===== config.mk =====
export PLATFORM = sky130hd
export DESIGN_NAME = baud_reload_gen
export DESIGN_NICKNAME = d
export VERILOG_FILES = /design/src/rtl/baud_pkg.sv /design/src/rtl/baud_regs.sv /design/src/rtl/baud_downcnt.sv /design/src/rtl/baud_clkdiv.sv /design/src/rtl/baud_reload_gen.sv
export SDC_FILE = /design/constraint.sdc
export NUM_CORES = 1
export LEC_CHECK = 0
export BUFFER_PORTS_ARGS = -buffer_cell sky130_fd_sc_hd__buf_2
export CELL_PAD_IN_SITES_DETAIL_PLACEMENT = 1
export CELL_PAD_IN_SITES_GLOBAL_PLACEMENT = 1
export CORE_UTILIZATION = 35
export CTS_CLUSTER_DIAMETER = 60
export DETAILED_ROUTE_END_ITERATION = 10
export GPL_ROUTABILITY_DRIVEN = 0
export PLACE_DENSITY_LB_ADDON = 0.05
export SETUP_SLACK_MARGIN = 0.1
export SYNTH_ARGS = -nofsm -noshare
export SYNTH_HDL_FRONTEND = slang
export SYNTH_HIERARCHICAL = 1
export SYNTH_SLANG_ARGS = --single-unit

===== constraint.sdc =====
create_clock -name clk -period 2.86 [get_ports clk]
set_input_delay 0.286 -clock clk [delete_from_list [all_inputs] [get_ports clk]]
set_output_delay 0.286 -clock clk [all_outputs]
set_load 0.005 [all_outputs]

===== src/rtl/baud_pkg.sv =====
package baud_pkg;
  typedef enum logic {
    SEL_RELOAD = 1'b0,
    SEL_CTRL   = 1'b1
  } wsel_e;

  localparam int CTRL_RUN_BIT  = 0;
  localparam int CTRL_FAST_BIT = 1;
endpackage


===== src/rtl/baud_regs.sv =====
module baud_regs
  import baud_pkg::*;
#(
  parameter int CNT_W = 12
) (
  input  logic             clk,
  input  logic             rst_n,
  input  logic             wr_en,
  input  logic             wr_sel,
  input  logic [CNT_W-1:0] wr_data,
  output logic [CNT_W-1:0] reload_q,
  output logic             run_q,
  output logic             run_nxt,
  output logic             fast_q
);
  logic ctrl_wr;
  logic rel_wr;

  assign ctrl_wr = wr_en && (wsel_e'(wr_sel) == SEL_CTRL);
  assign rel_wr  = wr_en && (wsel_e'(wr_sel) == SEL_RELOAD);
  assign run_nxt = ctrl_wr ? wr_data[CTRL_RUN_BIT] : run_q;

  always_ff @(posedge clk) begin
    if (!rst_n) begin
      reload_q <= '0;
      run_q    <= 1'b0;
      fast_q   <= 1'b0;
    end else begin
      if (rel_wr) reload_q <= wr_data;
      if (ctrl_wr) fast_q <= wr_data[CTRL_FAST_BIT];
      run_q <= run_nxt;
    end
  end
endmodule


===== src/rtl/baud_downcnt.sv =====
module baud_downcnt #(
  parameter int CNT_W = 12
) (
  input  logic             clk,
  input  logic             rst_n,
  input  logic             run_q,
  input  logic             run_nxt,
  input  logic [CNT_W-1:0] reload,
  output logic [CNT_W-1:0] cnt_q,
  output logic             uflow
);
  logic start;

  assign start = !run_q && run_nxt;
  assign uflow = run_q && (cnt_q == '0);

  always_ff @(posedge clk) begin
    if (!rst_n) begin
      cnt_q <= '0;
    end else if (start) begin
      cnt_q <= reload;
    end else if (run_q && run_nxt) begin
      cnt_q <= uflow ? reload : cnt_q - 1'b1;
    end
  end
endmodule


===== src/rtl/baud_clkdiv.sv =====
module baud_clkdiv #(
  parameter int DIV_SLOW = 16,
  parameter int DIV_FAST = 8
) (
  input  logic clk,
  input  logic rst_n,
  input  logic run_nxt,
  input  logic uflow,
  input  logic fast,
  output logic sclk_q,
  output logic tick
);
  localparam int PRE_W = (DIV_SLOW > 1) ? $clog2(DIV_SLOW) : 1;

  logic [PRE_W-1:0] pre_q;
  logic [PRE_W-1:0] lim_m1;
  logic             rise;
  logic             wrap;

  assign lim_m1 = fast ? PRE_W'(DIV_FAST - 1) : PRE_W'(DIV_SLOW - 1);
  assign rise   = uflow && !sclk_q;
  assign wrap   = pre_q >= lim_m1;
  assign tick   = rise && wrap;

  always_ff @(posedge clk) begin
    if (!rst_n) begin
      sclk_q <= 1'b0;
      pre_q  <= '0;
    end else if (!run_nxt) begin
      sclk_q <= 1'b0;
      pre_q  <= '0;
    end else if (uflow) begin
      sclk_q <= ~sclk_q;
      if (rise) pre_q <= wrap ? '0 : pre_q + 1'b1;
    end
  end
endmodule


===== src/rtl/baud_reload_gen.sv =====
module baud_reload_gen #(
  parameter int CNT_W    = 12,
  parameter int DIV_SLOW = 16,
  parameter int DIV_FAST = 8
) (
  input  logic             clk,
  input  logic             rst_n,
  input  logic             wr_en,
  input  logic             wr_sel,
  input  logic [CNT_W-1:0] wr_data,
  output logic [CNT_W-1:0] count_o,
  output logic             uflow_o,
  output logic             sclk_o,
  output logic             tick_o
);
  logic [CNT_W-1:0] reload_q;
  logic             run_q;
  logic             run_nxt;
  logic             fast_q;

  baud_regs #(.CNT_W(CNT_W)) u_regs (
    .clk      (clk),
    .rst_n    (rst_n),
    .wr_en    (wr_en),
    .wr_sel   (wr_sel),
    .wr_data  (wr_data),
    .reload_q (reload_q),
    .run_q    (run_q),
    .run_nxt  (run_nxt),
    .fast_q   (fast_q)
  );

  baud_downcnt #(.CNT_W(CNT_W)) u_cnt (
    .clk     (clk),
    .rst_n   (rst_n),
    .run_q   (run_q),
    .run_nxt (run_nxt),
    .reload  (reload_q),
    .cnt_q   (count_o),
    .uflow   (uflow_o)
  );

  baud_clkdiv #(.DIV_SLOW(DIV_SLOW), .DIV_FAST(DIV_FAST)) u_div (
    .clk     (clk),
    .rst_n   (rst_n),
    .run_nxt (run_nxt),
    .uflow   (uflow_o),
    .fast    (fast_q),
    .sclk_q  (sclk_o),
    .tick    (tick_o)
  );
endmodule


# Yosys cells after proc, flatten, opt, wreduce, memory -nomap -nowiden
# Cells that the tools add are included.
[totals]
ff_bits = 31
inputBits = 16
output_inout_bits = 15
elab_cells = 30
[op_classes]
add_sub_neg = 2
n_lt_le_gt_ge = 1
muxes = 6
bitwise = 2
reduce_logical = 13
[ops]
columns = ["op", "n"]
rows = [
  ["$mux 12", 3],
  ["$logic_not 12->1", 1],
  ["$sub 12x1->12 const B", 1],
  ["$mux 4", 2],
  ["$logic_and 1x1->1", 7],
  ["$add 4x1->4 const B", 1],
  ["$ge 4x4->1", 1],
  ["$reduce_and 2->1", 2],
  ["$logic_not 1->1", 2],
  ["$not 1->1", 2],
  ["$reduce_bool 2->1", 1],
  ["$mux 1", 1],
]

# Depth between registers and ports, before layout
# Gate-level depths: netlist of run 1.
[depth]
word_depth = 5
ltp_mapped = 9
depth_no_buf = 8

# Hierarchy
# Netlist of run 1, hierarchy kept.
[by_module_without_submodules]
columns = ["mod", "instances", "cells_each", "area_each_um2", "seq_area_each_um2"]
rows = [
  ["baud_downcnt", 1, 117, 949.7, 240.2],
  ["baud_regs", 1, 61, 589.3, 280.3],
  ["baud_clkdiv", 1, 26, 244.0, 100.1],
]

# Worst setup path before layout of run 1
# No wires, ideal clock.
[synth_path]
kind = "register to register"
from = "register u_cnt.cnt_q[0]"
to = "register u_div.pre_q[3]"
arrival_ps = 1842
required_ps = 2790
setup_slack_ps = 948
stages_incl_launch_ff = 10
n_path_buf = 1
cell_sequence = "dfxtp_1 inv_1 ha_1 nor4b_2 nand4_2 inv_2 nand2b_1 buf_6 or3_1 a21oi_1"
[synth_via]
elab_chain_cells = 4
[synth_rtl]
columns = ["element", "line", "rtl"]
rows = [
  ["start: declaration", "baud_downcnt.sv:9", "output logic [CNT_W-1:0] cnt_q,"],
  ["start signal: assignment", "baud_downcnt.sv:21", "cnt_q <= reload;"],
  ["start signal: assignment", "baud_downcnt.sv:23", "cnt_q <= uflow ? reload : cnt_q - 1'b1;"],
  ["$logic_not 12->1 (*)", "baud_downcnt.sv:15", "assign uflow = run_q && (cnt_q == '0);"],
  ["$logic_and 1x1->1 (*)", "baud_downcnt.sv:15", ""],
  ["via uflow_o", "baud_reload_gen.sv:12", "output logic uflow_o,"],
  ["$logic_and 1x1->1", "baud_clkdiv.sv:21", "assign rise = uflow && !sclk_q;"],
  ["$reduce_and 2->1 (no line) (*)", "n/a", ""],
  ["end signal: assignment", "baud_clkdiv.sv:34", "if (rise) pre_q <= wrap ? '0 : pre_q + 1'b1;"],
  ["end: declaration", "baud_clkdiv.sv:15", "logic [PRE_W-1:0] pre_q;"],
]
# The timed path passes the listed nets; every way through them passes the cells marked *.
# A chain may end at the register's enable or synchronous reset.

# Final worst setup path of run 1
[layout_path]
from = "register u_cnt.cnt_q[0]"
to = "output port tick_o"
[layout_via]
elab_chain_cells = 4
[layout_rtl]
columns = ["element", "line", "rtl"]
rows = [
  ["$logic_not 12->1", "baud_downcnt.sv:15", ""],
  ["$logic_and 1x1->1", "baud_downcnt.sv:15", ""],
  ["$logic_and 1x1->1", "baud_clkdiv.sv:21", ""],
  ["$logic_and 1x1->1", "baud_clkdiv.sv:23", "assign tick = rise && wrap;"],
  ["end: declaration", "baud_reload_gen.sv:14", "output logic tick_o"],
]
# Every way passes these cells.

==> results of run 1 <==
## logic make-up after synthesis
kind of cell             Yosys count
AND/OR/NAND/NOR                   89
adder cells (fa/ha/maj)            4
AO/OA/AOI/OAI                     40
multiplexers                      17
flip-flops                        31
XOR/XNOR                           2
buffers and inverters             21
## layer usage
layer	global-route usage	share of wire	vias up
li1	-	-	794
met1	0.248	0.48	757
met2	0.328	0.47	51
met3	0.0343	0.044	4
met4	0.0620	0.010	0
met5	0	0	-
## sequential cells by signal, indices dropped and copies added, names as in the netlist
name and cells:
u_cnt/cnt_q 12, u_div/pre_q 4, u_div/sclk_q 1, u_regs/fast_q 1, u_regs/reload_q 12, u_regs/run_q 1
## worst paths after layout
kind | to | slack [ns] | depth (start not counted)
max | tick_o | 0.43 | 8
min | u_regs/reload_q[6] | 0.25 | 3
max reg2reg | u_div/pre_q[3] | 0.66 | 8
min reg2reg | u_regs/reload_q[4] | 0.46 | 2
## placed cells by master, fill, tap and decap left out, drive strengths merged, types with 4 or more instances in the layout
cell,netlist,final
nand4,5,5
dfxtp,31,31
nor2,10,10
inv,9,9
o21ai,6,6
mux2i,16,16
nand2,38,38
nor3,6,6
clkbuf,3,5
nand3,4,4
buf,9,30
nor2b,4,4
ha,4,4
a21oi,6,6
a31oi,4,4
## power by group through the flow
stage / combinational (W) / clock (W) / sequential (W)
floorplan: 0.000200 / 0 / 0.000497
global placement: 0.000249 / 0 / 0.000509
detailed placement: 0.000254 / 0 / 0.000510
CTS: 0.000255 / 0.000353 / 0.000500
global route: 0.000282 / 0.000372 / 0.000506
finish: 0.000257 / 0.000333 / 0.000500
## layout make-up
class                           count  area, sq um  area share
Clock inverter                      3         15.0     0.00750
Tap cell                           67         83.8      0.0419
Timing Repair Buffer               30          150      0.0750
Inverter                            9         33.8      0.0169
Clock buffer                        5         68.8      0.0344
Sequential cell                    31          621       0.310
Multi-Input combinational cell    152         1030       0.514
## worst min-delay path: cells and delay by family
kind                   cells  cell delay, ns
muxes                      1            0.05
and+or+nand+nor            1            0.05
buffers and inverters      1            0.09
## synthesized netlist by cell type, drive strengths merged (2+ instances only)
master  count
nand3b      2
a221oi      2
or4         3
nand4       5
a31oi       4
o311ai      2
or2b        2
inv         9
nor3b       2
nor2       10
nand3       4
a21oi       6
o21ai       6
mux2i      16
nand2      38
dfxtp      31
a211oi      2
nor3        6
buf         9
and3        2
a311oi      3
o211ai      3
ha          4
clkbuf      3
nor2b       4
nor4        3
xor2        2
nand2b      2
## metrics by stage
stage          cell area, sq um   util  power (W)  worst slack [ns]
2_1_floorplan              1780      -   0.000697             0.948
3_3_place_gp               1920  0.398   0.000758             0.772
3_5_place_dp               1920  0.398   0.000764             0.666
4_1_cts                    2000  0.416    0.00111             0.403
5_1_grt                    2000  0.416    0.00116             0.137
6_report                   2000  0.416    0.00109             0.434
==> impl_results.md, run 1 <==
* Hold Crit Start: wr_data[6]
* Yosys reg bits at 31
* Final Skew at between 0.004 and 0.005 ns
* Num Clock Sinks at 31
* Detailed placement HPWL at ~3500 microns
* IO Count at 31
* Syn. warnings at 6
* Post-route ant nets at 0
* Gate power share at 0.236
* Clk Latency, worst-skew pair at 0.27 ns
* Final min period at approximately 2.4 ns
* Slowest stage cell, crit path: nor4b_2
* Cell area after synthesis at 1780 sq um
* Critical path, cell by cell: inv_1 > ha_1 > nor4b_2 > nand4_2 > inv_2 > nand2b_1 > nor2_1 > buf_2
* Crit start category: register
* CTS buffer count at 5
* Post-Synth Adder-Cell Area at 0.0281
* CP peak stage delay at roughly 0.37 ns
* Via count at between 1.5k and 2k
* Total die area at roughly 5400 sq um
* Initial antenna violation count at 0
* Post-synthesis sequential area ratio at 0.348
* Post-CTS resize count at 0
* Cts hold-fix bufs at 0
* Area fraction of the dominant cell type after synthesis at 0.348
* Top cells by area, synth: dfxtp_1 35%, mux2i_1 9.0%, nand2_1 7.8%
* Sw frac at 0.325
* Setup crit end kind: primary output
* Die height at roughly 73 microns
* Drc violations at 0
* Root Buffer: clkbuf_8
* DR pass1 iterations at 4
* Initial Util at 0.370
* Post-CTS Setup Bufs at 0
* Max_slew headroom at 0.487
* Cell count after synthesis at 204
* Crit path max-delay family: simple AND/OR/NAND/NOR gates
* Worst Path Arrival at 2.14 ns
* Placed cells at 289
* Largest net degree at the start of global routing at between 40 and 50
* RSZ-0062 raised after global routing: no
* Post-Synth XOR/XNOR Area at 0.00982
* Grt ovf at 0
* Max Fclk at 412 MHz
* Worst path bufs/invs at 3
* Synth Area per Inst at just under 9 sq um
* H-tree Lvls at 2
* P&R area growth vs syn at 12.3%
* Vias per cell at 5.41
* Worst min path class: input port to register
* Diodes inserted at 0
* CP Class: register to primary output
* Number of flops mapped to enable cells by yosys at 0
* Starting DRT DRC Count at 118
* Maximum vdd ir drop at roughly 0.22 mV
* Wire length per cell at between 15 and 20 microns
* Max-Cap Viols at 0
* Unique cell type count in the Yosys netlist at 61
* Worst r2r src: u_cnt/cnt_q[0]
* Row count at 25
* Die W at between 70 and 80 microns
* Clock power frac at 0.305
* Reg power frac at 0.459
* Cell area power density at 544 nW/um^2
* Simple-gate portion of the synthesized area at 0.280
* Crit Path Max Fanout at 8
* Final std cells w/o fill at ~300
* Core area at roughly 4800 sq um
* Nets at 249
* Worst Tran Pin Value at roughly 0.77 ns
* Top_reg_cell synth: dfxtp_1
* Final hold viol count at 0
* Leak Pwr at ~0.86 nW
* Largest family of logic cells by synthesized area: simple AND/OR/NAND/NOR gates
* Synth Net Count at approximately 220
* Final wirelength at 4700 microns
* Number of fill cells at 609
* GRT Overall Usage at 0.193
* Yosys top cell by area: dfxtp_1
* Clk slew on worst S/H paths at 0.07 ns
* Status: completed
* Hold Slack at roughly 0.25 ns
* Asr flop ratio synth at 0
* Share of post-route cells with drive strength above 1 at 0.230
* Power Internal at 0.000735 W
* Critical Path RT at 2.57 ns
* Sw power at about 0.00035 W
* Vias in the first global route at between 1.5k and 2k
* # setup viols final at 0
* Max-slew violation count at 0
* Final period utilization at 0.848
* Setup TNS at 0 ns
* CTS tree: yes
* First-pass GRT wire length at around 8000 microns
* Mux contribution to synthesized area at 0.0961
* Synth Area in Compound Gates at 0.164
* Deepest clock path buffer count at 2
* Crit. Startpoint: u_cnt/cnt_q[0]
* Port buffer count at 30
Power figures use the tool's default switching activity.
==> run 2: changes to the inputs <==
- ABC_AREA: default -> 1
- clock period: 2.86 -> 2.1 ns (I/O delays scaled with it)
==> run 2 against run 1 <==
Compared with the run above: wire length is 0.96% higher; register-to-register slack worse by 0.32 ns; critical path depth up 5; sequential share of layout area shrank 2.9 points; total power grew 56%; die area is 7.6% higher; combinational power is 110% higher; worst hold slack worse by 0.046 ns; utilization up 0.89 points; critical path type unchanged; largest cell class unchanged; highest routed layer unchanged.
==> impl_results.md, run 2 <==
* Final min period at between 1.5 and 2 ns
* Diodes inserted at 0
* Final design instance area without fill at 2210 sq um
* Leak Pwr at approximately 1.1 nW
* Die W at between 70 and 80 microns
* Cell Area, Placed at 2100 sq um
* CTS tree: yes
* Share of post-route cells with drive strength above 1 at 0.283
* Num Clock Sinks at 31
* Clk Latency, worst-skew pair at 0.28 ns
* Syn. warnings at 6
* Worst Path Arrival at around 1.6 ns
* Detailed placement HPWL at around 3700 microns
* Critical Path RT at about 1.9 ns
* Crit. Startpoint: u_cnt/cnt_q[0]
* Cell area after synthesis at between 1500 and 2000 sq um
* Deepest clock path buffer count at 2
* Max-Cap Viols at 0
* Setup crit end kind: primary output
* Vias in the first global route at between 1.5k and 2k
* Setup ws final at 0.273 ns
* Max_slew headroom at 0.689
* Final Skew at between 0.004 and 0.005 ns
* Synth cell count leaders: 62 x nand2_1, 43 x inv_1, 38 x nor2_1
* Cell area power density at about 770 nW/um^2
* Reg power frac at 0.405
* Vias per cell at ~4.6
* Sw power at 0.000630 W
* Clock power frac at 0.276
* Starting DRT DRC Count at just over 50
* Hold Crit Start: wr_data[1]
* CP peak stage delay at around 0.32 ns
* Worst r2r src: u_cnt/cnt_q[0]
* Internal reg-to-reg setup slack at roughly 0.34 ns
* Synth Net Count at 306
* Yosys reg bits at 31
* CTS buffer count at 5
* Commonest cells after routing, fill and taps aside: 61 x nand2_1, 40 x inv_1, 38 x nor2_1
* Root Buffer: clkbuf_8
* Drc violations at 0
* RSZ-0062 raised after global routing: no
* Final period utilization at 0.870
* Crit Path Max Fanout at 4
* Max Fclk at between 500 and 600 MHz
* Core area at about 5200 sq um
* Top Registers: u_cnt/cnt_q (12), u_regs/reload_q (12), u_div/pre_q (4)
* CP Class: register to primary output
* Slowest stage cell, crit path: dfxtp_1
* Largest net degree at the start of global routing at 18
* Gate power share at 0.319
* Via count at 1787
* First-pass GRT wire length at approximately 8600 microns
* Commonest non-fill, non-tap cell in the layout: nand2_1
* Asr flop ratio synth at 0
* Max-slew violation count at 0
* Setup slack at placement at a little under 0.4 ns
* Synth Area per Inst at 6.72 sq um
* Initial antenna violation count at 0
* Final wirelength at between 4000 and 5000 microns
* Hold Slack at about 0.21 ns
* Wire length per cell at between 10 and 15 microns
* Die height at around 76 microns
* Number of flops mapped to enable cells by yosys at 0
* Nets at 340
* Post-synthesis sequential area ratio at 0.323
* Total die area at ~5800 sq um
* Number of fill cells at between 700 and 800
* Initial Util at 0.369
* Port buffer count at 30
* Critical path, cell by cell: inv_2 > ha_1 > nand2_1 > inv_1 > nand2_2 > nor2_4 > nand2_4 > inv_4 > inv_2 > nor2_4 > nand2_2 > inv_1 > buf_2
* Sw frac at 0.371
* Top cells by area, synth: dfxtp_1 32%, nand2_1 12%, inv_1 8.4%
* Worst min path class: input port to register
* IO Count at 31
* Cts hold-fix bufs at 0
* Worst Tran Pin Value at 0.466 ns
* Worst path bufs/invs at 6
* Grt ovf at 0
* Pwr Total at around 0.0017 W
* Cell with the most instances after synthesis: nand2_1
* Post-route ant nets at 0
* GRT Overall Usage at 0.182
* Status: completed
* H-tree Lvls at 2
* Unique cell type count in the Yosys netlist at 27
* # setup viols final at 0
* Crit start category: register
* Yosys top cell by area: dfxtp_1
* Cell count after synthesis at roughly 290
* Power Internal at 0.00107 W
* Crit path max-delay family: simple AND/OR/NAND/NOR gates
* DR pass1 iterations at 4
* P&R area growth vs syn at 15.0%
* Area fraction of the dominant cell type after synthesis at 0.323
* Top_reg_cell synth: dfxtp_1
* Final hold viol count at 0
* Clk slew on worst S/H paths at roughly 0.07 ns
* Maximum vdd ir drop at about 0.25 mV
* Setup TNS at 0 ns
* Row count at 26
-- run 2: cell count changes after synthesis, sizes merged, moves of 4 or more --
cell / delta
inv: +41
nand2: +39
nor2: +38
nand3: +28
mux2i: -16
a21oi: +12
a31oi: -4
nor2b: -4
nor3: -4
-- run 2: path summary, 6_finish.rpt --
path | endpoint | cells after the start
max reg2reg | u_cnt/cnt_q[10] | 11
min reg2reg | u_regs/reload_q[10] | 2
max | tick_o | 13
min | u_regs/fast_q | 3
-- run 2: timing repair --
item / CTS / global route
endpoints found under the setup margin: 1 / 1
pin swaps: 0 / 2
setup buffers: 0 / 3
gates resized for setup: 1 / 4
cloned: 0 / 0
-- run 2: kinds of logic (layout without fill, tap and decap cells) --
logic type      after synthesis  in the layout  synth area share
simple gates                164            164             0.428
buf+inv                      58             93             0.138
flops                        31             31             0.323
compound gates               28             28            0.0807
fa+ha+maj                     4              4            0.0260
xor+xnor                      1              1           0.00456
-- run 2: worst register-to-register path: cells and delay by family, from the launching register on --
kind / cells / cell delay (ns)
AOI/OAI and AO/OA: 2 / 0.42
adders and majority gates: 1 / 0.19
and+or+nand+nor: 5 / 0.46
DFF: 1 / 0.35
buffers and inverters: 3 / 0.22
-- run 2: power by group through the flow --
stage | clock network [W] | registers, W | logic (W)
floorplan | 0 | 0.000692 | 0.000406
global placement | 0 | 0.000701 | 0.000530
detailed placement | 0 | 0.000701 | 0.000532
CTS | 0.000481 | 0.000688 | 0.000536
global route | 0.000497 | 0.000697 | 0.000619
finish | 0.000469 | 0.000688 | 0.000541
-- run 2: final cells by class --
type | instances | area (sq um) | share of cell area
clock buffer | 6 | 72.6 | 0.0328
timing repair buffer | 35 | 188 | 0.0849
clock inverter | 2 | 12.5 | 0.00566
multi-input combinational | 197 | 1040 | 0.470
tap | 70 | 87.6 | 0.0396
inverter | 50 | 190 | 0.0861
sequential | 31 | 621 | 0.281
-- run 2: per-stage QoR --
stage / instances / util
global route: 391 / 0.425
detailed placement: 380 / 0.403
CTS: 388 / 0.419
finish: 391 / 0.425
global placement: 380 / 0.403
floorplan: 286 / -
-- run 2: metal layers --
metal / routed length [microns] / up-vias / GRT usage / part of all wire
li1: - / 948 / - / -
met1: 2470 / 805 / 0.234 / 0.52
met2: 2090 / 29 / 0.307 / 0.44
met3: 130 / 5 / 0.0263 / 0.027
met4: 57 / 0 / 0.0673 / 0.012
met5: 0 / - / 0 / 0
